File: src/rtl/pwm_bank_pkg.sv
package pwm_bank_pkg;

  localparam int CNT_W  = 16;
  localparam int PSC_W  = 10;
  localparam int PER_W  = 23;

  typedef enum logic [1:0] {
    OP_WRITE  = 2'd0,
    OP_SET    = 2'd1,
    OP_CLEAR  = 2'd2,
    OP_INVERT = 2'd3
  } busOp_t;

  typedef struct packed {
    logic enable;
    logic armLoad;
  } chanCtl_t;

  function automatic logic [3:0] prescaleShift(input logic [2:0] idx);
    logic [3:0] s;
    case (idx)
      3'd0: s = 4'd0;
      3'd1: s = 4'd1;
      3'd2: s = 4'd2;
      3'd3: s = 4'd3;
      3'd4: s = 4'd4;
      3'd5: s = 4'd6;
      3'd6: s = 4'd8;
      default: s = 4'd10;
    endcase
    return s;
  endfunction

  function automatic logic [31:0] applyOp(input busOp_t op,
                                          input logic [31:0] oldVal,
                                          input logic [31:0] data);
    logic [31:0] r;
    case (op)
      OP_WRITE:  r = data;
      OP_SET:    r = oldVal | data;
      OP_CLEAR:  r = oldVal & ~data;
      default:   r = oldVal ^ data;
    endcase
    return r;
  endfunction

endpackage

File: src/rtl/pwm_regfile.sv
module pwm_regfile
  import pwm_bank_pkg::*;
#(
  parameter int NUM_CH = 2,
  parameter int ADDR_W = 12
) (
  input  logic                         clk,
  input  logic                         rstN,
  input  logic                         wrEn,
  input  logic [ADDR_W-1:2]            addr,
  input  logic [31:0]                  wrData,
  output logic [31:0]                  rdData,
  output logic [NUM_CH-1:0][31:0]      shadowActive,
  output logic [NUM_CH-1:0][PER_W-1:0] shadowPeriod,
  output chanCtl_t [NUM_CH-1:0]        ctl
);

  localparam int IDX_W = ADDR_W - 4;

  logic [IDX_W-1:0]  regIdx;
  busOp_t            op;
  logic              isCtrl;
  logic [NUM_CH-1:0] ctrlQ;
  logic [31:0]       ctrlNext;

  assign regIdx = addr[ADDR_W-1:4];
  assign op     = busOp_t'(addr[3:2]);
  assign isCtrl = (regIdx == '0);

  assign ctrlNext = applyOp(op, 32'(ctrlQ), wrData);

  always_ff @(posedge clk) begin
    if (!rstN) ctrlQ <= '0;
    else if (wrEn && isCtrl) ctrlQ <= ctrlNext[NUM_CH-1:0];
  end

  for (genvar n = 0; n < NUM_CH; n++) begin : g_chan
    logic        hitAct, hitPer;
    logic [31:0] actNext, perNext;

    assign hitAct  = (regIdx == IDX_W'(2*n + 1));
    assign hitPer  = (regIdx == IDX_W'(2*n + 2));
    assign actNext = applyOp(op, shadowActive[n], wrData);
    assign perNext = applyOp(op, 32'(shadowPeriod[n]), wrData);

    always_ff @(posedge clk) begin
      if (!rstN) begin
        shadowActive[n] <= '0;
        shadowPeriod[n] <= '0;
      end else if (wrEn) begin
        if (hitAct) shadowActive[n] <= actNext;
        if (hitPer) shadowPeriod[n] <= perNext[PER_W-1:0];
      end
    end

    assign ctl[n].enable  = ctrlQ[n];
    assign ctl[n].armLoad = wrEn && hitPer;
  end

  always_comb begin
    rdData = '0;
    if (isCtrl) rdData = 32'(ctrlQ);
    for (int n = 0; n < NUM_CH; n++) begin
      if (regIdx == IDX_W'(2*n + 1)) rdData = shadowActive[n];
      if (regIdx == IDX_W'(2*n + 2)) rdData = 32'(shadowPeriod[n]);
    end
  end

  // set alias leaves every written 1-bit set in the enable register
  p_ctrl_set_r3: assert property (@(posedge clk) disable iff (!rstN)
    (wrEn && isCtrl && op == OP_SET) |=>
      ((ctrlQ & $past(wrData[NUM_CH-1:0])) == $past(wrData[NUM_CH-1:0])));

  // clear alias leaves every written 1-bit cleared
  p_ctrl_clr_r3: assert property (@(posedge clk) disable iff (!rstN)
    (wrEn && isCtrl && op == OP_CLEAR) |=>
      ((ctrlQ & $past(wrData[NUM_CH-1:0])) == '0));

endmodule

File: src/rtl/pwm_channel.sv
module pwm_channel
  import pwm_bank_pkg::*;
(
  input  logic             clk,
  input  logic             rstN,
  input  chanCtl_t         ctl,
  input  logic [31:0]      shadowActive,
  input  logic [PER_W-1:0] shadowPeriod,
  output logic             pwmOut
);

  logic [31:0]      workActive;
  logic [PER_W-1:0] workPeriod;
  logic [CNT_W-1:0] cntQ;
  logic [PSC_W-1:0] pscQ;
  logic             pendQ;

  logic [3:0]       shiftAmt;
  logic [PSC_W-1:0] pscMask;
  logic [CNT_W-1:0] lastCnt;
  logic             tick, wrap, commit, inWindow;
  logic [1:0]       levelCode;

  assign shiftAmt = prescaleShift(workPeriod[22:20]);
  assign pscMask  = ~({PSC_W{1'b1}} << shiftAmt);
  assign tick     = (pscQ == pscMask);
  assign lastCnt  = workPeriod[CNT_W-1:0] - CNT_W'(1);
  assign wrap     = tick && (cntQ == lastCnt);
  assign commit   = wrap && pendQ && !ctl.armLoad;

  always_ff @(posedge clk) begin
    if (!rstN) begin
      workActive <= '0;
      workPeriod <= '0;
      cntQ       <= '0;
      pscQ       <= '0;
      pendQ      <= 1'b0;
    end else if (!ctl.enable) begin
      workActive <= shadowActive;
      workPeriod <= shadowPeriod;
      cntQ       <= '0;
      pscQ       <= '0;
      pendQ      <= 1'b0;
    end else begin
      pscQ  <= tick ? '0 : pscQ + PSC_W'(1);
      if (tick) cntQ <= wrap ? '0 : cntQ + CNT_W'(1);
      if (commit) begin
        workActive <= shadowActive;
        workPeriod <= shadowPeriod;
      end
      pendQ <= ctl.armLoad || (pendQ && !commit);
    end
  end

  assign inWindow  = (cntQ >= workActive[15:0]) && (cntQ < workActive[31:16]);
  assign levelCode = inWindow ? workPeriod[17:16] : workPeriod[19:18];
  assign pwmOut    = ctl.enable && (levelCode == 2'b11);

  // disabled channel keeps counter and prescaler at zero
  p_idle_zero_r9: assert property (@(posedge clk) disable iff (!rstN)
    !ctl.enable |=> (cntQ == '0 && pscQ == '0));

  // counter never passes the last count of the period
  p_cnt_bound_r4: assert property (@(posedge clk) disable iff (!rstN)
    ctl.enable |-> (cntQ <= lastCnt));

  // a wrap returns the counter to zero
  p_wrap_zero_r4: assert property (@(posedge clk) disable iff (!rstN)
    (ctl.enable && wrap) |=> (cntQ == '0));

  // a period-word write always arms a transfer
  p_arm_r8: assert property (@(posedge clk) disable iff (!rstN)
    (ctl.enable && ctl.armLoad) |=> pendQ);

  // working settings hold between transfers
  p_hold_r8: assert property (@(posedge clk) disable iff (!rstN)
    (ctl.enable && !commit) |=> ($stable(workActive) && $stable(workPeriod)));

endmodule

File: src/rtl/pwm_bank.sv
module pwm_bank
  import pwm_bank_pkg::*;
#(
  parameter int NUM_CH = 2,
  parameter int ADDR_W = 12
) (
  input  logic              clk,
  input  logic              rstN,
  input  logic              busWrEn,
  input  logic [ADDR_W-1:2] busAddr,
  input  logic [31:0]       busWrData,
  output logic [31:0]       busRdData,
  output logic [NUM_CH-1:0] pwmOut
);

  localparam int SPAN = 32 * (NUM_CH + 1);

  initial begin
    if (SPAN > (1 << ADDR_W)) $error("ADDR_W too small for NUM_CH");
  end

  logic [NUM_CH-1:0][31:0]      shadowActive;
  logic [NUM_CH-1:0][PER_W-1:0] shadowPeriod;
  chanCtl_t [NUM_CH-1:0]        ctl;

  pwm_regfile #(.NUM_CH(NUM_CH), .ADDR_W(ADDR_W)) u_regs (
    .clk          (clk),
    .rstN         (rstN),
    .wrEn         (busWrEn),
    .addr         (busAddr),
    .wrData       (busWrData),
    .rdData       (busRdData),
    .shadowActive (shadowActive),
    .shadowPeriod (shadowPeriod),
    .ctl          (ctl)
  );

  for (genvar n = 0; n < NUM_CH; n++) begin : g_ch
    pwm_channel u_ch (
      .clk          (clk),
      .rstN         (rstN),
      .ctl          (ctl[n]),
      .shadowActive (shadowActive[n]),
      .shadowPeriod (shadowPeriod[n]),
      .pwmOut       (pwmOut[n])
    );
  end

endmodule

File: config.mk
export PLATFORM = sky130hd
export DESIGN_NAME = pwm_bank
export DESIGN_NICKNAME = d
export VERILOG_FILES = /design/src/rtl/pwm_bank_pkg.sv /design/src/rtl/pwm_regfile.sv /design/src/rtl/pwm_channel.sv /design/src/rtl/pwm_bank.sv
export SDC_FILE = /design/constraint.sdc
export NUM_CORES = 1
export LEC_CHECK = 0
export BUFFER_PORTS_ARGS = -buffer_cell sky130_fd_sc_hd__buf_2
export CELL_PAD_IN_SITES_DETAIL_PLACEMENT = 1
export CELL_PAD_IN_SITES_GLOBAL_PLACEMENT = 2
export CORE_MARGIN = 1
export CORE_UTILIZATION = 35
export CTS_CLUSTER_DIAMETER = 50
export DETAILED_ROUTE_END_ITERATION = 6
export PLACE_DENSITY_LB_ADDON = 0.1
export SYNTH_ARGS = -nofsm -noshare
export SYNTH_HDL_FRONTEND = slang
export SYNTH_SLANG_ARGS = --single-unit
File: constraint.sdc
create_clock -name clk -period 3.1 [get_ports clk]
set_clock_uncertainty 0.15 [all_clocks]
set_input_delay 0.775 -clock clk [delete_from_list [all_inputs] [get_ports clk]]
set_output_delay 0.775 -clock clk [all_outputs]
set_load 0.02 [all_outputs]
Word-level counts from Yosys, hierarchy flattened
Index checks and enable logic that the tools add are counted.
{"block": "totals", "regBits": 276, "input_bits": 45, "word_cells": 131}
{"block": "op_classes", "addsub": 6, "n_lt_le_gt_ge": 4, "eq_ne": 26, "shifts": 2, "mux": 24, "bitwise": 21, "n_reduce_logical": 33}
{"cell": "$mux 32", "n": 8}
{"cell": "$pmux 32 s3", "n": 2}
{"cell": "$pmux 23 s3", "n": 2}
{"cell": "$mux 23", "n": 4}
{"cell": "$and 32x32->32", "n": 2}
{"cell": "$or 32x32->32", "n": 2}
{"cell": "$xor 32x32->32", "n": 2}
{"cell": "$pmux 4 s7", "n": 2}
{"cell": "$and 23x23->23", "n": 2}
{"cell": "$or 23x23->23", "n": 2}
{"cell": "$xor 23x23->23", "n": 2}
{"cell": "$add 16x1->16 const B", "n": 2}
{"cell": "$eq 16x16->1", "n": 2}
{"cell": "$ge 16x16->1", "n": 2}
{"cell": "$lt 16x16->1", "n": 2}
{"cell": "$mux 16", "n": 2}
{"cell": "$not 32->32", "n": 1}
{"cell": "$sub 16x1->16 const B", "n": 2}
{"cell": "$add 10x1->10 const B", "n": 2}
{"cell": "$eq 10x10->1", "n": 2}
{"cell": "$not 10->10", "n": 2}
{"cell": "$shl 10x4->10 const A", "n": 2}
{"cell": "$eq 3x3->1 const B", "n": 6}
{"cell": "$eq 8x2->1 const B", "n": 2}
{"cell": "other kinds (21)", "n": 57}

Longest topological paths before layout
{"block": "depth", "word_depth": 11, "ltp_mapped": 13, "ltp_nobuf": 10}

Modules after synthesis
Synthesis repeated with hierarchy kept, for this count alone.
{"block": "hier_totals", "cells_unflattened": 2209, "area_unflattened_um2": 20586.0}
{"mod": "pwm_regfile", "n_inst": 1, "cells_each": 1053, "area_each_um2": 10918.0}
{"mod": "pwm_channel (g_ch[1].u_ch)", "n_inst": 1, "cells_each": 573, "area_each_um2": 4878.4}
{"mod": "pwm_channel (g_ch[0].u_ch)", "n_inst": 1, "cells_each": 583, "area_each_um2": 4789.6}

Least setup slack after synthesis
No wires, ideal clock.
{"block": "synth_path", "kind": "in2out", "from": "input busAddr[8] in the netlist's numbering", "to": "output busRdData[10]", "t_arrival_ps": 2390, "required_time_ps": 2175, "slack_ps": -215, "cell_stages": 4, "path_buffers": 1, "cell_sequence": "or4_1 -> or3_1 -> clkbuf_1 -> o21ai_0"}
{"block": "synth_via", "elab_chain_len": 5}
{"element": "start, declared", "line": "pwm_bank.sv:10", "rtl": "input logic [ADDR_W-1:2] busAddr,"}
{"element": "$eq 8x1->1", "line": "pwm_regfile.sv:64", "rtl": "if (regIdx == IDX_W'(2*n + 1)) rdData = shadowActive[n];"}
{"element": "$mux 32", "line": "pwm_regfile.sv:64"}
{"element": "$mux 32", "line": "pwm_regfile.sv:65", "rtl": "if (regIdx == IDX_W'(2*n + 2)) rdData = 32'(shadowPeriod[n]);"}
{"element": "$mux 32", "line": "pwm_regfile.sv:64"}
{"element": "$mux 32 *", "line": "pwm_regfile.sv:65"}
{"element": "end, declared", "line": "pwm_bank.sv:12", "rtl": "output logic [31:0] busRdData,"}
Mark *: on every way between the ends. The rest lies on a longest branch, timed or not.

Final worst setup path
{"block": "layout_path", "from": "register g_ch[0].u_ch.cntQ[0]", "to": "output pwmOut[0]"}
{"block": "layout_via", "elab_chain_len": 5}
{"element": "start, declared", "line": "pwm_channel.sv:14", "rtl": "logic [CNT_W-1:0] cntQ;"}
{"element": "start signal, assigned", "line": "pwm_channel.sv:46", "rtl": "if (tick) cntQ <= wrap ? '0 : cntQ + CNT_W'(1);"}
{"element": "$ge 16x16->1 / $lt 16x16->1 (equally long branches)", "line": "pwm_channel.sv:55", "rtl": "assign inWindow = (cntQ >= workActive[15:0]) && (cntQ < workActive[31:16]);"}
{"element": "$logic_and 1x1->1 *", "line": "pwm_channel.sv:55"}
{"element": "$mux 2 *", "line": "pwm_channel.sv:56", "rtl": "assign levelCode = inWindow ? workPeriod[17:16] : workPeriod[19:18];"}
{"element": "$eq 2x2->1 *", "line": "pwm_channel.sv:57", "rtl": "assign pwmOut = ctl.enable && (levelCode == 2'b11);"}
{"element": "$logic_and 1x1->1 *", "line": "pwm_channel.sv:57"}
{"element": "end, declared", "line": "pwm_bank.sv:13", "rtl": "output logic [NUM_CH-1:0] pwmOut"}
Marks and branches as above.

==> out/qor.txt <==
status: finished, violations left
violated checks: negative setup slack
footprint of the multi-input gates: 0.0147 mm²
Hold WS: 298 ps
I/O Buffers: 78
worst slew pin tran: 611 ps
later-pin clock latency in the skew report: 590 ps
Initial Util: 35.4%
Overflow after GRT: 0
vias in the first global route: 20,200
Syn Std Cell Area: 0.0204 mm²
All-Layer GR Usage: 24.7%
sequential area share after synthesis: 27.0%
Ys Warns: 0
Post-synth top flop: dfxtp_1
Final Setup Violations: 106
CTS clk-pin slew, worst paths: 50 ps
Detailed Routing Iterations Pass 1: 5
crit end category: primary output
Die Footprint: 0.0594 mm²
Die Span X: 244 µm
Tcrit/Tclk final: 121%
I/O pin count: 79
Filler cells: 6,699
layout cells sized above 1: 27.0%
ant diodes: 0
row count: 88
relative slew slack: 59.1%
HP Class: register to register
Bufs on Longest Clock Path: 3
dpl cells: 3,377
initial antenna violation count: 2
Worst EP arrival: 2830 ps
WL final: 74.5 mm
Vias per Instance: 5.45
post-synth cell types: 66
Routed Antenna Nets: 0
asr flop ratio synth: 0%
Die Span Y: 244 µm
Post-synth EDFFs: 0
1st-iter DRT viols: 834
synth-to-layout area growth: 32.2%
RSZ-0062 raised after global routing: true
largest net degree at the start of global routing: 74
PD cells: 386 mW/mm²
Lkg Pwr: 12.1 nW
Mapped Avg Cell Area: 8.07 µm²
Syn Nets: 2,868
Fin. Hold Viols: 0
crit path launch type: register
cell count after synthesis: 2,531
synthesized flop and latch total: 276
CP Data Required Time: 2170 ps
min Tclk post-route: 3760 ps
number of remaining DRC errors: 0
CTS sink count: 276
Slew Viols, Final: 0
Worst VDD drop: 372 µV
worst-path fanout max: 2
DPL Wire Length: 52.1 mm
fmax: 0.266 GHz
setup TNS: -16,780 ps
Final Core Density: 46.8%
Max Cap Viol: 0
Core Area: 0.0577 mm²
global-route wire length before repair: 116 mm
CTS tree: done
Worst Slack Setup Final: -657 ps
hold_buf cts: 0
final net count: 3,043
Vias: 19,127
critical path class: register to primary output
Placer Congestion: 0.857
CTS buffer count: 52
Routed WL per cell: 21.2 µm
pre-CTS WS: -519 ps
FF+latch area: 0.00554 mm²
H-Tree Depth: 2
CTS root buffer: clkbuf_16
final cell count without fillers: 3,510
==> per-stage QoR <==
step	power (mW)	instance area, µm²
detailed placement	4.40	22900
CTS	10.6	26300
global route	10.8	27000
floorplan	4.15	20600
global placement	4.37	22900
finish	10.4	27000
==> synthesized netlist by cell type (all sizes together) (22+ instances only) <==
master	count	share of area (%)
a211oi	120	4.4
a21oi	139	3.4
buf	41	1.0
clkbuf	141	2.6
dfxtp	276	27
ha	292	18
inv	224	4.1
mux2	113	6.2
nand2	302	5.5
nand3	140	3.5
nand4	22	0.67
nor2	127	2.3
nor3	23	0.56
o211a	115	5.6
o21ai	181	4.4
xnor2	40	1.7
xor2	37	1.6
==> sequential cells by signal, summed over array words and instances (netlist names) <==
signal	count
g_ch.u_ch.pscQ	20
g_ch.u_ch.workPeriod	46
u_regs.ctrlQ	2
g_ch.u_ch.pendQ	2
g_ch.u_ch.cntQ	32
g_ch.u_ch.workActive	64
u_regs.shadowPeriod	46
u_regs.shadowActive	64
==> critical path: stages (launching register included) <==
cell	delay, ps
dfxtp_2	330
inv_2	50
ha_4	250
nand2b_1	90
a21o_1	120
a21oi_2	70
o211a_1	240
nor4_4	280
a2111oi_4	100
nor4_4	290
mux2i_1	270
buf_4	180
==> placed cells by master (no fill, tap or decap), drive strengths merged, types with 4 or more instances in the layout <==
master / synthesis / layout
nor2b: 9 / 9
dfxtp: 276 / 276
o211a: 115 / 115
nand2: 302 / 302
nor4: 16 / 16
clkinv: 0 / 7
a2111oi: 4 / 4
mux2i: 17 / 17
buf: 41 / 299
a211oi: 120 / 120
a21o: 19 / 19
clkbuf: 141 / 66
ha: 292 / 292
nor2: 127 / 127
or4: 4 / 4
o2111ai: 4 / 4
clkinvlp: 0 / 7
nor3: 23 / 23
bufinv: 0 / 9
and2: 4 / 4
a21oi: 139 / 139
o21ai: 181 / 181
nand3b: 7 / 7
xnor2: 40 / 40
nand2b: 9 / 9
mux2: 113 / 113
xor2: 37 / 37
or2: 7 / 7
inv: 224 / 231
nand3: 140 / 141
and3: 20 / 20
a22oi: 21 / 21
nand4: 22 / 22
or3: 15 / 15
==> kinds of logic (layout without fill, tap and decap cells) <==
kind of cell    Yosys count  after routing  share of synthesized area [%]
simple gates            717            718                           16.0
flops                   276            276                           27.0
mux                     130            130                           7.06
buf+inv                 406            619                           7.73
compound gates          633            633                           21.0
fa+ha+maj               292            292                           17.9
xor+xnor                 77             77                           3.30
==> layout make-up <==
cell class	count	area share [%]
Sequential cell	276	20.5
Multi-Input combinational cell	1850	54.3
Clock inverter	30	1.62
Clock buffer	63	5.16
Tap cell	765	3.54
Timing Repair Buffer	302	11.7
Inverter	224	3.11
==> per-layer routing <==
| layer | routed length, µm | global-route usage, % |
|---|---|---|
| met1 | 34400 | 31.8 |
| met2 | 35800 | 42.7 |
| met3 | 2350 | 3.60 |
| met4 | 1970 | 6.78 |
| met5 | 23 | 0 |
==> power by group <==
group / switching [mW] / total (mW) / internal [mW]
Clock: 2.11 / 6.07 / 3.96
Sequential: 0.00818 / 3.56 / 3.56
Combinational: 0.499 / 0.802 / 0.303
Total: 2.62 / 10.4 / 7.82
==> path summary, 6_finish.rpt <==
kind                                             startpoint                          end  slack [ps]  cells after the start
worst max-delay path                   g_ch[0].u_ch.cntQ[0]                    pwmOut[0]        -660                     11
worst min-delay path            g_ch[1].u_ch.workActive[29]  g_ch[1].u_ch.workActive[29]         300                      2
worst max register to register   g_ch[1].u_ch.workPeriod[3]   g_ch[1].u_ch.workActive[5]        -210                     13
worst min register to register  g_ch[1].u_ch.workActive[29]  g_ch[1].u_ch.workActive[29]         300                      2
==> repair_timing <==
| action | in CTS | in global routing |
|---|---|---|
| pin swaps | 62 | 26 |
| endpoints found under the setup margin | 161 | 176 |
| setup buffers | 22 | 3 |
| resized for setup | 245 | 146 |
| cloned | 17 | 4 |
(Power assumes the default switching activity.)
